File: src/rtl/depth_fill_pkg.sv
package depth_fill_pkg;

    typedef enum logic [1:0] {
        ZCMP_NEVER  = 2'd0,
        ZCMP_ALWAYS = 2'd1,
        ZCMP_GEQ    = 2'd2,
        ZCMP_GT     = 2'd3
    } zcmp_e;

    typedef enum logic [2:0] {
        ST_IDLE = 3'd0,
        ST_READ = 3'd1,
        ST_TEST = 3'd2,
        ST_WCOL = 3'd3,
        ST_WDEP = 3'd4
    } fill_st_e;

    // base pointers count 2048-byte pages
    localparam int unsigned BASE_SHIFT = 11;

endpackage

File: src/rtl/depth_cmp.sv
module depth_cmp
    import depth_fill_pkg::*;
#(
    parameter int Z_W = 32
) (
    input  logic           enable_i,
    input  zcmp_e          mode_i,
    input  logic [Z_W-1:0] incoming_i,
    input  logic [Z_W-1:0] stored_i,
    output logic           pass_o
);

    always_comb begin
        if (!enable_i) begin
            pass_o = 1'b1;
        end else begin
            case (mode_i)
                ZCMP_NEVER:  pass_o = 1'b0;
                ZCMP_ALWAYS: pass_o = 1'b1;
                ZCMP_GEQ:    pass_o = (incoming_i >= stored_i);
                ZCMP_GT:     pass_o = (incoming_i >  stored_i);
                default:     pass_o = 1'b0;
            endcase
        end
    end

endmodule

File: src/rtl/pix_addr.sv
module pix_addr
    import depth_fill_pkg::*;
#(
    parameter int ADDR_W  = 12,
    parameter int COORD_W = 6,
    parameter int ROW_PIX = 16,
    parameter int BASE_W  = 4
) (
    input  logic [BASE_W-1:0]  base_i,
    input  logic [COORD_W-1:0] x_i,
    input  logic [COORD_W-1:0] y_i,
    output logic [ADDR_W-1:0]  addr_o
);

    localparam int LIN_W  = 2 * COORD_W + $clog2(ROW_PIX) + 1;
    localparam int WIDE_W = ADDR_W + BASE_W + LIN_W + BASE_SHIFT + 4;

    logic [LIN_W-1:0] lin;

    always_comb begin
        lin    = LIN_W'(y_i) * LIN_W'(ROW_PIX) + LIN_W'(x_i);
        addr_o = ADDR_W'((WIDE_W'(base_i) << BASE_SHIFT) + (WIDE_W'(lin) << 2));
    end

endmodule

File: src/rtl/depth_rect_fill.sv
module depth_rect_fill
    import depth_fill_pkg::*;
#(
    parameter int ADDR_W  = 12,
    parameter int COORD_W = 6,
    parameter int ROW_PIX = 16,
    parameter int BASE_W  = 4,
    parameter int DATA_W  = 32,
    parameter int CNT_W   = 16
) (
    input  logic               clk,
    input  logic               rst_n,
    input  logic               ctx_wr,
    input  logic               ctx_test_en,
    input  logic [1:0]         ctx_cmp_mode,
    input  logic               ctx_zmask,
    input  logic [BASE_W-1:0]  ctx_frame_base,
    input  logic [BASE_W-1:0]  ctx_depth_base,
    input  logic               start,
    input  logic [COORD_W-1:0] rect_x0,
    input  logic [COORD_W-1:0] rect_y0,
    input  logic [COORD_W-1:0] rect_x1,
    input  logic [COORD_W-1:0] rect_y1,
    input  logic [DATA_W-1:0]  fill_color,
    input  logic [DATA_W-1:0]  fill_depth,
    output logic               mem_req,
    output logic               mem_we,
    output logic [ADDR_W-1:0]  mem_addr,
    output logic [DATA_W-1:0]  mem_wdata,
    input  logic [DATA_W-1:0]  mem_rdata,
    output logic               busy,
    output logic               done,
    output logic [CNT_W-1:0]   pix_count
);

    localparam int NBUF    = 2;
    localparam int BUF_COL = 0;
    localparam int BUF_DEP = 1;

    typedef struct packed {
        fill_st_e            st;
        logic [COORD_W-1:0]  x;
        logic [COORD_W-1:0]  y;
        logic [COORD_W-1:0]  x0;
        logic [COORD_W-1:0]  x1;
        logic [COORD_W-1:0]  y1;
        logic [DATA_W-1:0]   color;
        logic [DATA_W-1:0]   depth;
        logic                test_en;
        zcmp_e               mode;
        logic                zmask;
        logic [BASE_W-1:0]   fbase;
        logic [BASE_W-1:0]   zbase;
        logic                done;
        logic [CNT_W-1:0]    cnt;
    } regs_t;

    regs_t r_q, r_d;

    // per-surface address generators: colour and depth share one layout
    logic [BASE_W-1:0] base_sel [NBUF];
    logic [ADDR_W-1:0] buf_addr [NBUF];

    assign base_sel[BUF_COL] = r_q.fbase;
    assign base_sel[BUF_DEP] = r_q.zbase;

    generate
        for (genvar g = 0; g < NBUF; g++) begin : g_addr
            pix_addr #(
                .ADDR_W (ADDR_W),
                .COORD_W(COORD_W),
                .ROW_PIX(ROW_PIX),
                .BASE_W (BASE_W)
            ) i_addr (
                .base_i(base_sel[g]),
                .x_i   (r_q.x),
                .y_i   (r_q.y),
                .addr_o(buf_addr[g])
            );
        end
    endgenerate

    logic z_pass;

    depth_cmp #(.Z_W(DATA_W)) i_cmp (
        .enable_i  (r_q.test_en),
        .mode_i    (r_q.mode),
        .incoming_i(r_q.depth),
        .stored_i  (mem_rdata),
        .pass_o    (z_pass)
    );

    logic step;

    always_comb begin
        r_d       = r_q;
        r_d.done  = 1'b0;
        step      = 1'b0;
        mem_req   = 1'b0;
        mem_we    = 1'b0;
        mem_addr  = '0;
        mem_wdata = '0;

        case (r_q.st)
            ST_IDLE: begin
                if (ctx_wr) begin
                    r_d.test_en = ctx_test_en;
                    r_d.mode    = zcmp_e'(ctx_cmp_mode);
                    r_d.zmask   = ctx_zmask;
                    r_d.fbase   = ctx_frame_base;
                    r_d.zbase   = ctx_depth_base;
                end
                if (start) begin
                    r_d.x0    = rect_x0;
                    r_d.x1    = rect_x1;
                    r_d.y1    = rect_y1;
                    r_d.x     = rect_x0;
                    r_d.y     = rect_y0;
                    r_d.color = fill_color;
                    r_d.depth = fill_depth;
                    r_d.cnt   = '0;
                    if ((rect_x1 < rect_x0) || (rect_y1 < rect_y0)) begin
                        r_d.done = 1'b1;
                    end else begin
                        r_d.st = ST_READ;
                    end
                end
            end
            ST_READ: begin
                mem_req  = 1'b1;
                mem_addr = buf_addr[BUF_DEP];
                r_d.st   = ST_TEST;
            end
            ST_TEST: begin
                if (z_pass) begin
                    r_d.st = ST_WCOL;
                end else begin
                    step = 1'b1;
                end
            end
            ST_WCOL: begin
                mem_req   = 1'b1;
                mem_we    = 1'b1;
                mem_addr  = buf_addr[BUF_COL];
                mem_wdata = r_q.color;
                r_d.cnt   = r_q.cnt + 1'b1;
                if (r_q.zmask) begin
                    step = 1'b1;
                end else begin
                    r_d.st = ST_WDEP;
                end
            end
            ST_WDEP: begin
                mem_req   = 1'b1;
                mem_we    = 1'b1;
                mem_addr  = buf_addr[BUF_DEP];
                mem_wdata = r_q.depth;
                step      = 1'b1;
            end
            default: begin
                r_d.st = ST_IDLE;
            end
        endcase

        // raster walk: x inner, y outer, inclusive bounds
        if (step) begin
            if (r_q.x == r_q.x1) begin
                if (r_q.y == r_q.y1) begin
                    r_d.st   = ST_IDLE;
                    r_d.done = 1'b1;
                end else begin
                    r_d.x  = r_q.x0;
                    r_d.y  = r_q.y + 1'b1;
                    r_d.st = ST_READ;
                end
            end else begin
                r_d.x  = r_q.x + 1'b1;
                r_d.st = ST_READ;
            end
        end
    end

    always_ff @(posedge clk) begin
        if (!rst_n) begin
            r_q         <= '0;
            r_q.st      <= ST_IDLE;
            r_q.mode    <= ZCMP_NEVER;
        end else begin
            r_q <= r_d;
        end
    end

    assign busy      = (r_q.st != ST_IDLE);
    assign done      = r_q.done;
    assign pix_count = r_q.cnt;

endmodule

File: config.mk
export PLATFORM = sky130hd
export DESIGN_NAME = depth_rect_fill
export DESIGN_NICKNAME = d
export VERILOG_FILES = /design/src/rtl/depth_fill_pkg.sv /design/src/rtl/depth_cmp.sv /design/src/rtl/pix_addr.sv /design/src/rtl/depth_rect_fill.sv
export SDC_FILE = /design/constraint.sdc
export NUM_CORES = 1
export LEC_CHECK = 0
export BUFFER_PORTS_ARGS = -buffer_cell sky130_fd_sc_hd__buf_2
export CELL_PAD_IN_SITES_DETAIL_PLACEMENT = 1
export CELL_PAD_IN_SITES_GLOBAL_PLACEMENT = 2
export CORE_UTILIZATION = 31
export CTS_CLUSTER_SIZE = 16
export DETAILED_ROUTE_END_ITERATION = 10
export PLACE_DENSITY_LB_ADDON = 0.1
export SETUP_SLACK_MARGIN = 0.5
export SYNTH_ARGS = -nofsm -noshare
export SYNTH_HDL_FRONTEND = slang
export SYNTH_SLANG_ARGS = --single-unit
File: constraint.sdc
create_clock -name clk -period 6.23 [get_ports clk]
set_input_delay 1.246 -clock clk [delete_from_list [all_inputs] [get_ports clk]]
set_output_delay 1.246 -clock clk [all_outputs]
set_load 0.02 [all_outputs]
==> summary.txt, run 1 <==
Status
  • Status: finished, final reports clean

Detailed routing
  • Count of antenna-violating nets left after detailed routing: 0
  • Total number of vias: 6379
  • Number of DRC violations after detailed-routing iteration 0: 279
  • Final wirelength: 21.30 mm
  • Wire length per cell after detailed routing: 16.46 um
  • Number of vias per cell after detailed routing: 4.930
  • Post-route DRC violation count: 0
  • Detailed-routing iteration count for the pre-antenna-repair pass: 4

STA
  • RSZ-0062 raised after global routing: false
  • Setup TNS Final: 0 ns
  • Setup violation total in the final timing report: 0
  • Final clock skew: 0.01167 ns
  • Worst-Margin Slew: 0.9442 ns
  • Maximum frequency from static timing analysis: 264.6 MHz
  • Period utilisation layout: 0.6066
  • Normalized max-slew margin: 0.3706
  • Slew Limit Fails: 0
  • Count of endpoints failing hold in the final timing report: 0
  • Post-layout minimum cycle time: 3.779 ns
  • Worst-case setup margin in the final layout: 2.451 ns

Power and ir drop
  • Sequential group share of total power: 0.398
  • Static leakage power: 3.859 nW
  • Peak ir drop on the vdd network: 0.0001555 V
  • Cell internal pwr: 1.561 mW
  • Total power density per cell area: 255.2 nW/um^2
  • Logic gate share of total power: 0.119
  • Switching power: 0.5547 mW
  • Clock power frac: 0.483
  • Switching part of the total power: 0.2622

Min path
  • Number of cells on the worst hold path: 2
  • Worst Hold Class: flip-flop to flip-flop
  • Hold Path End: r_q[29]
  • Hold path startpoint: r_q[29]

Floorplan
  • Core ar.: 21090 sq um
  • Die footprint: 22220 sq um
  • Initial core utilization: 0.3179
  • Die extent in x: 149.1 um
  • Number of rows in the core area: 53
  • I/O pin count: 200
  • Height of the die: 149.1 um

Setup path
  • Critical Path Start Type: flip-flop
  • Reg2Reg Launch Point: r_q[52]
  • Crit-path max FO: 35
  • Minimum setup slack among reg-to-reg paths: 3.06 ns
  • Arrival time of the worst setup path: 2.53 ns
  • Biggest cell delay along the critical path: 0.73 ns
  • Critical R2R Capture: r_q[112]
  • Ordered cell list for the critical path: nor2_1 > and2_2 > nor2_1 > nor2_1 > buf_2
  • Data required time of the worst path: 4.98 ns
  • Slowest cell on crit path: nor2_1
  • R2r worst-path depth: 9
  • Cell type with the highest occurrence count on the critical path: nor2_1
  • Kind of critical path: flip-flop to primary output
  • Critical path capture point type: primary output

GRT
  • Global-route total usage across every layer: 0.1971
  • Total gr overflow: 0
  • Antenna violations before repair: 5
  • Global-route wire length before repair: 33.95 mm
  • Via count of the first global-routing pass: 6357
  • Pin count of the biggest net entering global routing: 70

Clock tree
  • Largest buffer count on any clock path: 2
  • CTS root buf: clkbuf_16
  • CTS tree: yes
  • CTS clock-pin slew for the worst setup and hold paths: 0.05 ns
  • CTS HTree Levels: 4
  • Insertion delay of the later-clocked pin in the worst-skew pair: 0.42 ns
  • Number of resized instances in the post-cts repair step: 0
  • Post-CTS Setup Bufs: 0
  • Hold buffer count at CTS: 0
  • Number of buffers added by the clock tree synthesis step: 17
  • Clk sink count: 120

Placement
  • GP Congestion: 0.7648
  • Sum of net half-perimeters after detailed placement: 15.34 mm
  • Pre-CTS setup slack: 1.974 ns
  • Count of input and output buffers: 191

Synth
  • Synth area leader: dfxtp_1
  • Synth warn: 0
  • Async SR Flop Fraction: 0
  • Top area cells in the synthesized netlist: dfxtp_1 36%, nand2_1 11%, ha_1 8.8%
  • EDFF count, synth: 0
  • Synthesized flop and latch total: 120
  • Count of cell types in the netlist: 71
  • Synthesized netlist cell count: 860
  • Sequential element share of the synthesized area: 0.3583
  • Area share of the largest cell type after synthesis: 0.3583
  • Syn Std Cell Area: 6704 sq um
  • Average size of a mapped cell: 7.795 sq um
  • Top flip-flop cell by instance count after synthesis: dfxtp_1

Layout
  • Filler cell count: 2662
  • Proportion of layout cells with a drive suffix above 1: 0.2402
  • Commonest cells after routing, fill and taps aside: 202 x nand2_1, 191 x buf_2, 120 x dfxtp_1
  • Leading cell type in the layout, fill and taps excluded: nand2_1
  • Area growth from synthesis to final layout: 23.67%
  • Layout Nets: 1188

Flow run
  • Number of maximum-capacitance violations: 0
==> synthesized netlist by cell type, types with 4 or more instances <==
cell,count
a21o_1,4
a21oi_1,117
a221oi_1,4
a22o_1,31
and2_1,5
and3_1,6
buf_4,18
clkbuf_1,44
dfxtp_1,120
ha_1,47
inv_1,53
mux2i_1,6
nand2_1,203
nand2b_1,6
nand3_1,18
nand4_1,9
nor2_1,35
nor2b_1,5
nor4_1,6
o211ai_1,4
o21ai_0,14
o22ai_1,6
o31a_1,5
xnor2_1,14
xor2_1,10
==> layout make-up <==
cell class / count / area [sq um] / share of cell area
multi-input combinational: 617 / 3746 / 0.4519
antenna: 3 / 7.507 / 0.0009055
timing repair buffer: 195 / 985.9 / 0.1189
tap: 275 / 344.1 / 0.04150
sequential: 120 / 2402 / 0.2898
clock buffer: 20 / 456.7 / 0.05509
inverter: 53 / 200.2 / 0.02415
clock inverter: 11 / 147.6 / 0.01781
==> through the flow <==
stage | util | cells | cell area (sq um) | power, mW | hold slack [ns]
floorplan | - | 861 | 6708 | 1.013 | 0.4131
global placement | 0.3641 | 1260 | 7679 | 1.112 | 0.4450
detailed placement | 0.3641 | 1260 | 7679 | 1.114 | 0.4500
CTS | 0.3928 | 1291 | 8283 | 2.151 | 0.4579
global route | 0.3929 | 1292 | 8285 | 2.223 | 0.4729
finish | 0.3931 | 1294 | 8290 | 2.116 | 0.4561
==> flip-flops by register name (all words and copies together), names as in the netlist <==
register	count
base_sel	2
done	1
r_q	101
pix_count	16
==> worst max-delay path: cells and delay by family (launching register included) <==
kind | cells | cell delay (ns)
flops | 1 | 0.48
simple gates | 4 | 1.44
buf+inv | 1 | 0.19
==> worst max-delay path by stage <==
| stage | start | endpoint | slack (ns) | cells past startpoint |
|---|---|---|---|---|
| 2_1_floorplan | mem_rdata[23] | r_q[112] | 2.77 | 11 |
| 3_3_place_gp | mem_rdata[23] | r_q[112] | 2.00 | 11 |
| 3_5_place_dp | mem_rdata[23] | r_q[112] | 1.97 | 11 |
| 4_1_cts | r_q[124] | mem_addr[10] | 2.35 | 5 |
| 5_1_grt | r_q[124] | mem_addr[10] | 2.20 | 5 |
| 6_report | r_q[124] | mem_addr[10] | 2.45 | 5 |
==> layer usage <==
metal	track usage	routed length, um
met3	0.06942	1468
met1	0.2478	9742
met5	0	12
met2	0.3205	9888
met4	0.04694	190
==> power by group through the flow <==
stage | clock (mW) | sequential, mW | combinational, mW
floorplan | 0 | 0.845 | 0.168
global placement | 0 | 0.859 | 0.253
detailed placement | 0 | 0.859 | 0.255
CTS | 1.05 | 0.843 | 0.257
global route | 1.09 | 0.848 | 0.286
finish | 1.02 | 0.842 | 0.251
==> logic make-up (layout without fill, tap and decap cells) <==
logic type | count (synthesis) | count (layout) | synth area share
compound gates | 220 | 220 | 0.2139
xor+xnor | 24 | 24 | 0.03135
fa+ha+maj | 48 | 48 | 0.09071
buf+inv | 124 | 279 | 0.08511
flops | 120 | 120 | 0.3583
mux | 7 | 7 | 0.01064
other cells | 1 | 5 | 0.0005594
simple gates | 316 | 316 | 0.2094
No activity file was read; power rests on OpenSTA's default activity.
==> inputs of run 2 (changes only) <==
- CORE_UTILIZATION: 31 -> 26
- clock period: 6.23 -> 3.4 ns (I/O delays scaled with it)
==> run 2 against run 1 <==
Net effect:
- largest cell class unchanged
- routed wire length increased by 11%
- setup slack lost 1.9 ns
- register-to-register slack got worse by 2.5 ns
- global-route usage fell by 1.4 points
- cell count grew 7.0%
==> summary.txt, run 2 (synthesis gave the netlist of run 1 again) <==
STA
  • Maximum frequency from static timing analysis: 349.8 MHz
  • Worst-case setup margin in the final layout: 0.5412 ns
  • Final clock skew: 0.01292 ns
  • Setup violation total in the final timing report: 0
  • Worst-Margin Slew: 0.6730 ns
  • Period utilisation layout: 0.8408
  • Post-layout minimum cycle time: 2.859 ns
  • RSZ-0062 raised after global routing: true
  • Final-layout worst hold slack: 0.4544 ns
  • Count of endpoints failing hold in the final timing report: 0
  • Normalized max-slew margin: 0.5479
  • Slew Limit Fails: 0

GRT
  • Antenna violations before repair: 8
  • Pin count of the biggest net entering global routing: 49
  • Global-route wire length before repair: 37.39 mm
  • Total gr overflow: 0
  • Global-route total usage across every layer: 0.1836
  • Via count of the first global-routing pass: 6866

Layout
  • Flip-flop count of the largest register after layout: 101
  • Proportion of layout cells with a drive suffix above 1: 0.2873
  • Area growth from synthesis to final layout: 31.39%
  • Layout Nets: 1222
  • Leading cell type in the layout, fill and taps excluded: nand2_1
  • Fin area: 8808 sq um
  • Register bank with the most flops: r_q
  • Commonest cells after routing, fill and taps aside: 200 x nand2_1, 187 x buf_2, 117 x a21oi_1

Setup path
  • Arrival time of the worst setup path: 3.19 ns
  • Crit-path max FO: 4
  • Critical path capture point type: flip-flop
  • Data required time of the worst path: 3.73 ns
  • Kind of critical path: input port to flip-flop
  • Critical Path Start Type: input port

Clock tree
  • CTS clock-pin slew for the worst setup and hold paths: 0.06 ns
  • CTS root buf: clkbuf_16
  • CTS tree: yes
  • Largest buffer count on any clock path: 2
  • Insertion delay of the later-clocked pin in the worst-skew pair: 0.42 ns
  • Number of buffers added by the clock tree synthesis step: 17
  • Clk sink count: 120
  • CTS HTree Levels: 4
  • Hold buffer count at CTS: 0

Status
  • Status: finished, final reports clean

Detailed routing
  • Topmost layer with routed signal wires: met5
  • Met3 layer wire length in the routed design: 1.312 mm
  • Detailed-routing iteration count for the pre-antenna-repair pass: 5
  • Metal1 wirelength: 10.93 mm
  • Post-route DRC violation count: 0
  • Total number of vias: 6501
  • Number of vias per cell after detailed routing: 4.694
  • Final wirelength: 23.56 mm
  • Met2 wire len: 11.10 mm
  • Number of DRC violations after detailed-routing iteration 0: 224
  • Wire length per cell after detailed routing: 17.01 um
  • Count of antenna-violating nets left after detailed routing: 0

Flow run
  • Number of maximum-capacitance violations: 0

Floorplan
  • I/O pin count: 200
  • Core ar.: 25250 sq um
  • Die extent in x: 162.6 um
  • Die footprint: 26430 sq um
  • Initial core utilization: 0.2655
  • Number of rows in the core area: 58
  • Height of the die: 162.6 um

Placement
  • GP Congestion: 0.7431
  • Count of input and output buffers: 191
  • Pre-CTS setup slack: -0.2465 ns
  • Sum of net half-perimeters after detailed placement: 17.30 mm
  • Instance area after placement: 7975 sq um

Min path
  • Worst Hold Class: flip-flop to flip-flop

Power and ir drop
  • Total power consumption of the routed design: 3.923 mW
  • Static leakage power: 4.054 nW
  • Peak ir drop on the vdd network: 0.0002297 V
  • Total power density per cell area: 445.4 nW/um^2
run 2: cell count changes in the layout (fill, tap and decap cells not counted), sizes merged:
cell | before | now
clkinv | 4 | 6
clkinvlp | 4 | 3
diode | 3 | 4
buf | 195 | 229
run 2: stage by stage:
step | instances | utilization | TNS (ns)
detailed placement | 1342 | 0.3158 | -1.719
CTS | 1375 | 0.3441 | 0
global route | 1381 | 0.3484 | 0
finish | 1385 | 0.3488 | 0
global placement | 1342 | 0.3158 | -1.164
floorplan | 861 | - | 0
run 2: final timing paths:
kind | from | end | slack, ns | depth (start not counted)
setup / recovery | mem_rdata[23] | r_q[115] | 0.54 | 12
hold / removal | r_q[85] | r_q[85] | 0.45 | 2
setup reg to reg | r_q[49] | r_q[115] | 0.57 | 10
hold reg to reg | r_q[85] | r_q[85] | 0.45 | 2
run 2: layout make-up:
| cell class | count | area [sq um] |
|---|---|---|
| clock buffers | 20 | 446.7 |
| repair buffers | 229 | 1303 |
| diodes | 4 | 10.01 |
| inverters | 53 | 200.2 |
| clock inverters | 12 | 150.1 |
| well taps | 330 | 412.9 |
| multi-input cells | 617 | 3872 |
| flip-flops and latches | 120 | 2414 |
| fillers | 3086 | 16450 |
run 2: per-layer routing:
metal  global-route usage  vias up
li1                     -     3308
met1               0.2306     3037
met2               0.3034      127
met3              0.05959       21
met4              0.04206        8
met5                    0        -
run 2: timing repair:
action	in CTS	in global routing
endpoints found under the setup margin	43	16
buffers inserted	1	6
endpoints found under the hold margin	0	0
resized for setup	25	14
pin swaps	13	14
run 2: critical path, cell delays in order:
cell and delay, ns:
buf_2 0.08, inv_2 0.04, ha_4 0.26, nand4_1 0.18, or4_4 0.57, a311o_1 0.29, a31oi_2 0.21, nor3_4 0.07
buf_6 0.15, o41a_1 0.40, o31a_1 0.14, o22ai_1 0.12
run 2: power by group:
group	switching, mW	total [mW]	internal (mW)
Sequential	0.0626	1.54	1.48
Clock	0.690	1.86	1.17
Combinational	0.289	0.520	0.231
Total	1.04	3.92	2.88
==> inputs of run 3 (changes only) <==
- ABC_AREA: default -> 1
- CORE_UTILIZATION: 26 -> 25
- clock period: 3.4 -> 2.55 ns (I/O delays scaled with it)
==> run 3 against run 2 <==
Net effect:
- combinational power grew 140%
- register-to-register slack lost 0.03 ns
- cell count grew 14%
- sequential power grew 39%
- highest routed layer unchanged
- core utilization grew 3.7 points
- design area grew 19%
==> summary.txt, run 3 <==
STA
  • Maximum frequency from static timing analysis: 422.0 MHz
  • Period utilisation layout: 0.9293
  • Setup TNS Final: 0 ns
  • Setup violation total in the final timing report: 0
  • Slew Limit Fails: 0
  • Final clock skew: 0.01301 ns
  • Count of endpoints failing hold in the final timing report: 0
  • RSZ-0062 raised after global routing: true
  • Post-layout minimum cycle time: 2.370 ns

Layout
  • Leading cell type in the layout, fill and taps excluded: inv_1
  • Final design utilization: 0.3862
  • Antenna fix cells: 0
  • Register bank with the most flops: r_q
  • Layout Nets: 1382
  • Flip-flop count of the largest register after layout: 101
  • Commonest cells after routing, fill and taps aside: 155 x inv_1, 148 x buf_2, 140 x nand2_1
  • Area growth from synthesis to final layout: 50.43%
  • Proportion of layout cells with a drive suffix above 1: 0.3763

Detailed routing
  • Detailed-routing iteration count for the pre-antenna-repair pass: 4
  • Total number of vias: 7195
  • Number of vias per cell after detailed routing: 4.551
  • Wire length per cell after detailed routing: 16.47 um
  • Final wirelength: 26.03 mm
  • Post-route DRC violation count: 0
  • Number of DRC violations after detailed-routing iteration 0: 249
  • Count of antenna-violating nets left after detailed routing: 0

Synth
  • Synth area leader: dfxtp_1
  • Async SR Flop Fraction: 0
  • Area share of the largest cell type after synthesis: 0.3453
  • Top flip-flop cell by instance count after synthesis: dfxtp_1
  • Syn Std Cell Area: 6957 sq um
  • Synthesized flop and latch total: 120
  • Sequential element share of the synthesized area: 0.3453
  • Top area cells in the synthesized netlist: dfxtp_1 35%, a21oi_1 9.1%, nand2_1 9.1%
  • EDFF count, synth: 0
  • Leading cell type by number of instances after synthesis: nand2_1
  • Synth warn: 0
  • Most used standard cells in the synthesized netlist: 168 x nand2_1, 167 x inv_1, 126 x a21oi_1
  • Average size of a mapped cell: 6.971 sq um
  • Count of cell types in the netlist: 46
  • Synthesized netlist cell count: 998

GRT
  • Pin count of the biggest net entering global routing: 94
  • Antenna violations before repair: 3
  • Via count of the first global-routing pass: 7340
  • Global-route total usage across every layer: 0.1805
  • Global-route wire length before repair: 39.87 mm
  • Total gr overflow: 0

Floorplan
  • Number of rows in the core area: 60
  • I/O pin count: 200
  • Die footprint: 28500 sq um
  • Height of the die: 168.8 um
  • Initial core utilization: 0.2567
  • Core ar.: 27100 sq um
  • Die extent in x: 168.8 um

Power and ir drop
  • Total power density per cell area: 546.6 nW/um^2
  • Total power consumption of the routed design: 5.720 mW
  • Peak ir drop on the vdd network: 0.0002669 V
  • Static leakage power: 4.563 nW

Setup path
  • R2r worst-path depth: 11
  • Ordered cell list for the critical path: ha_4 > a21oi_4 > nor3_2 > nand2_1 > xor2_1 > buf_4 > a21oi_2 > buf_4
  • Crit-path max FO: 2
  • Minimum setup slack among reg-to-reg paths: 0.54 ns
  • Data required time of the worst path: 2.04 ns
  • Biggest cell delay along the critical path: 0.34 ns
  • Critical path buffer and inverter count: 2
  • Termination of the worst setup path: mem_addr[11]
  • Worst path depth: 8
  • Reg2Reg Launch Point: r_q[123]
  • Cell type with the highest occurrence count on the critical path: buf_4
  • Kind of critical path: flip-flop to primary output
  • Critical R2R Capture: r_q[123]
  • Critical Path Start Type: flip-flop
  • Critical path capture point type: primary output
  • Beginning of the critical path: r_q[112]
  • CP delay by family, top: flip-flops
  • Slowest cell on crit path: dfxtp_2
  • Arrival time of the worst setup path: 1.86 ns

Min path
  • Number of cells on the worst hold path: 3
  • Worst Hold Class: input port to flip-flop

Clock tree
  • Clk sink count: 120
  • Hold buffer count at CTS: 0
  • CTS tree: yes
  • CTS clock-pin slew for the worst setup and hold paths: 0.06 ns
  • Number of buffers added by the clock tree synthesis step: 17
  • Insertion delay of the later-clocked pin in the worst-skew pair: 0.42 ns
  • CTS root buf: clkbuf_16
  • Largest buffer count on any clock path: 2
  • CTS HTree Levels: 4

Placement
  • Count of input and output buffers: 191
  • Sum of net half-perimeters after detailed placement: 17.58 mm
  • GP Congestion: 0.7512

Status
  • Status: finished, final reports clean

Flow run
  • Number of maximum-capacitance violations: 0
-- run 3: cell count changes after synthesis, moves of 8 or more --
cell,change
nand3_1,+12
o22ai_1,+27
nor2_1,+11
a22o_1,-31
inv_1,+114
clkbuf_1,-16
a21oi_1,+9
nand2_1,-35
buf_2,+13
xnor2_1,-10
o21ai_0,+96
nor2_2,+8
-- run 3: kinds of logic after synthesis --
logic type      after synthesis  synth area share
compound gates              294            0.2264
other cells                   1         0.0005391
buf+inv                     239            0.1448
simple gates                284            0.1804
flops                       120            0.3453
xor+xnor                     12           0.01511
fa+ha+maj                    48           0.08741
-- run 3: worst min path at each step --
stage,start,to,slack (ns)
floorplan,base_sel[0],base_sel[0],0.43
global placement,r_q[80],r_q[80],0.44
detailed placement,r_q[83],r_q[83],0.45
CTS,rect_x1[4],r_q[103],0.33
global route,rect_y1[5],r_q[98],0.36
finish,rect_x1[4],r_q[103],0.34
-- run 3: cell type report --
class	instances	area, sq um
clock inverters	11	102.6
flip-flops and latches	120	2437
multi-input cells	641	4529
repair buffers	244	1804
inverters	174	673.1
clock buffers	19	452.9
fillers	3275	16640
well taps	372	465.4
-- run 3: repair_timing --
action | 4_1_cts | 5_1_grt
pin swaps | 9 | 44
setup buffers | 14 | 10
cloned | 3 | 3
gates resized for setup | 209 | 110
setup endpoints to repair | 60 | 61
-- run 3: power breakdown --
part | leakage, nW | internal, mW | switching, mW
clock | 0.255 | 1.38 | 0.944
sequential | 0.999 | 2.04 | 0.0965
combinational | 3.31 | 0.503 | 0.759
-- run 3: metrics by stage --
step,setup slack (ns),std cells,cell area (sq um),hold slack (ns)
4_1_cts,0.1511,1568,9842,0.3308
3_3_place_gp,0.08347,1521,8240,0.4396
3_5_place_dp,0.07546,1521,8240,0.4458
5_1_grt,0.06379,1581,10470,0.3581
2_1_floorplan,0.5326,999,6964,0.4297
6_report,0.1802,1581,10470,0.3445
-- run 3: metal layers --
layer / part of all wire / wire length (um) / GRT usage / up-vias
li1: - / - / - / 3643
met1: 0.45 / 11650 / 0.2257 / 3407
met2: 0.51 / 13190 / 0.3175 / 121
met3: 0.034 / 874 / 0.03250 / 20
met4: 0.011 / 294 / 0.04625 / 4
met5: 0.00085 / 22 / 0 / -
-- run 3: worst reg2reg max path: cells and delay by family (launching register included) --
| family | cells | cell delay, ns |
|---|---|---|
| compound gates | 1 | 0.07 |
| buf+inv | 5 | 1.08 |
| flops | 1 | 0.37 |
| simple gates | 5 | 0.37 |
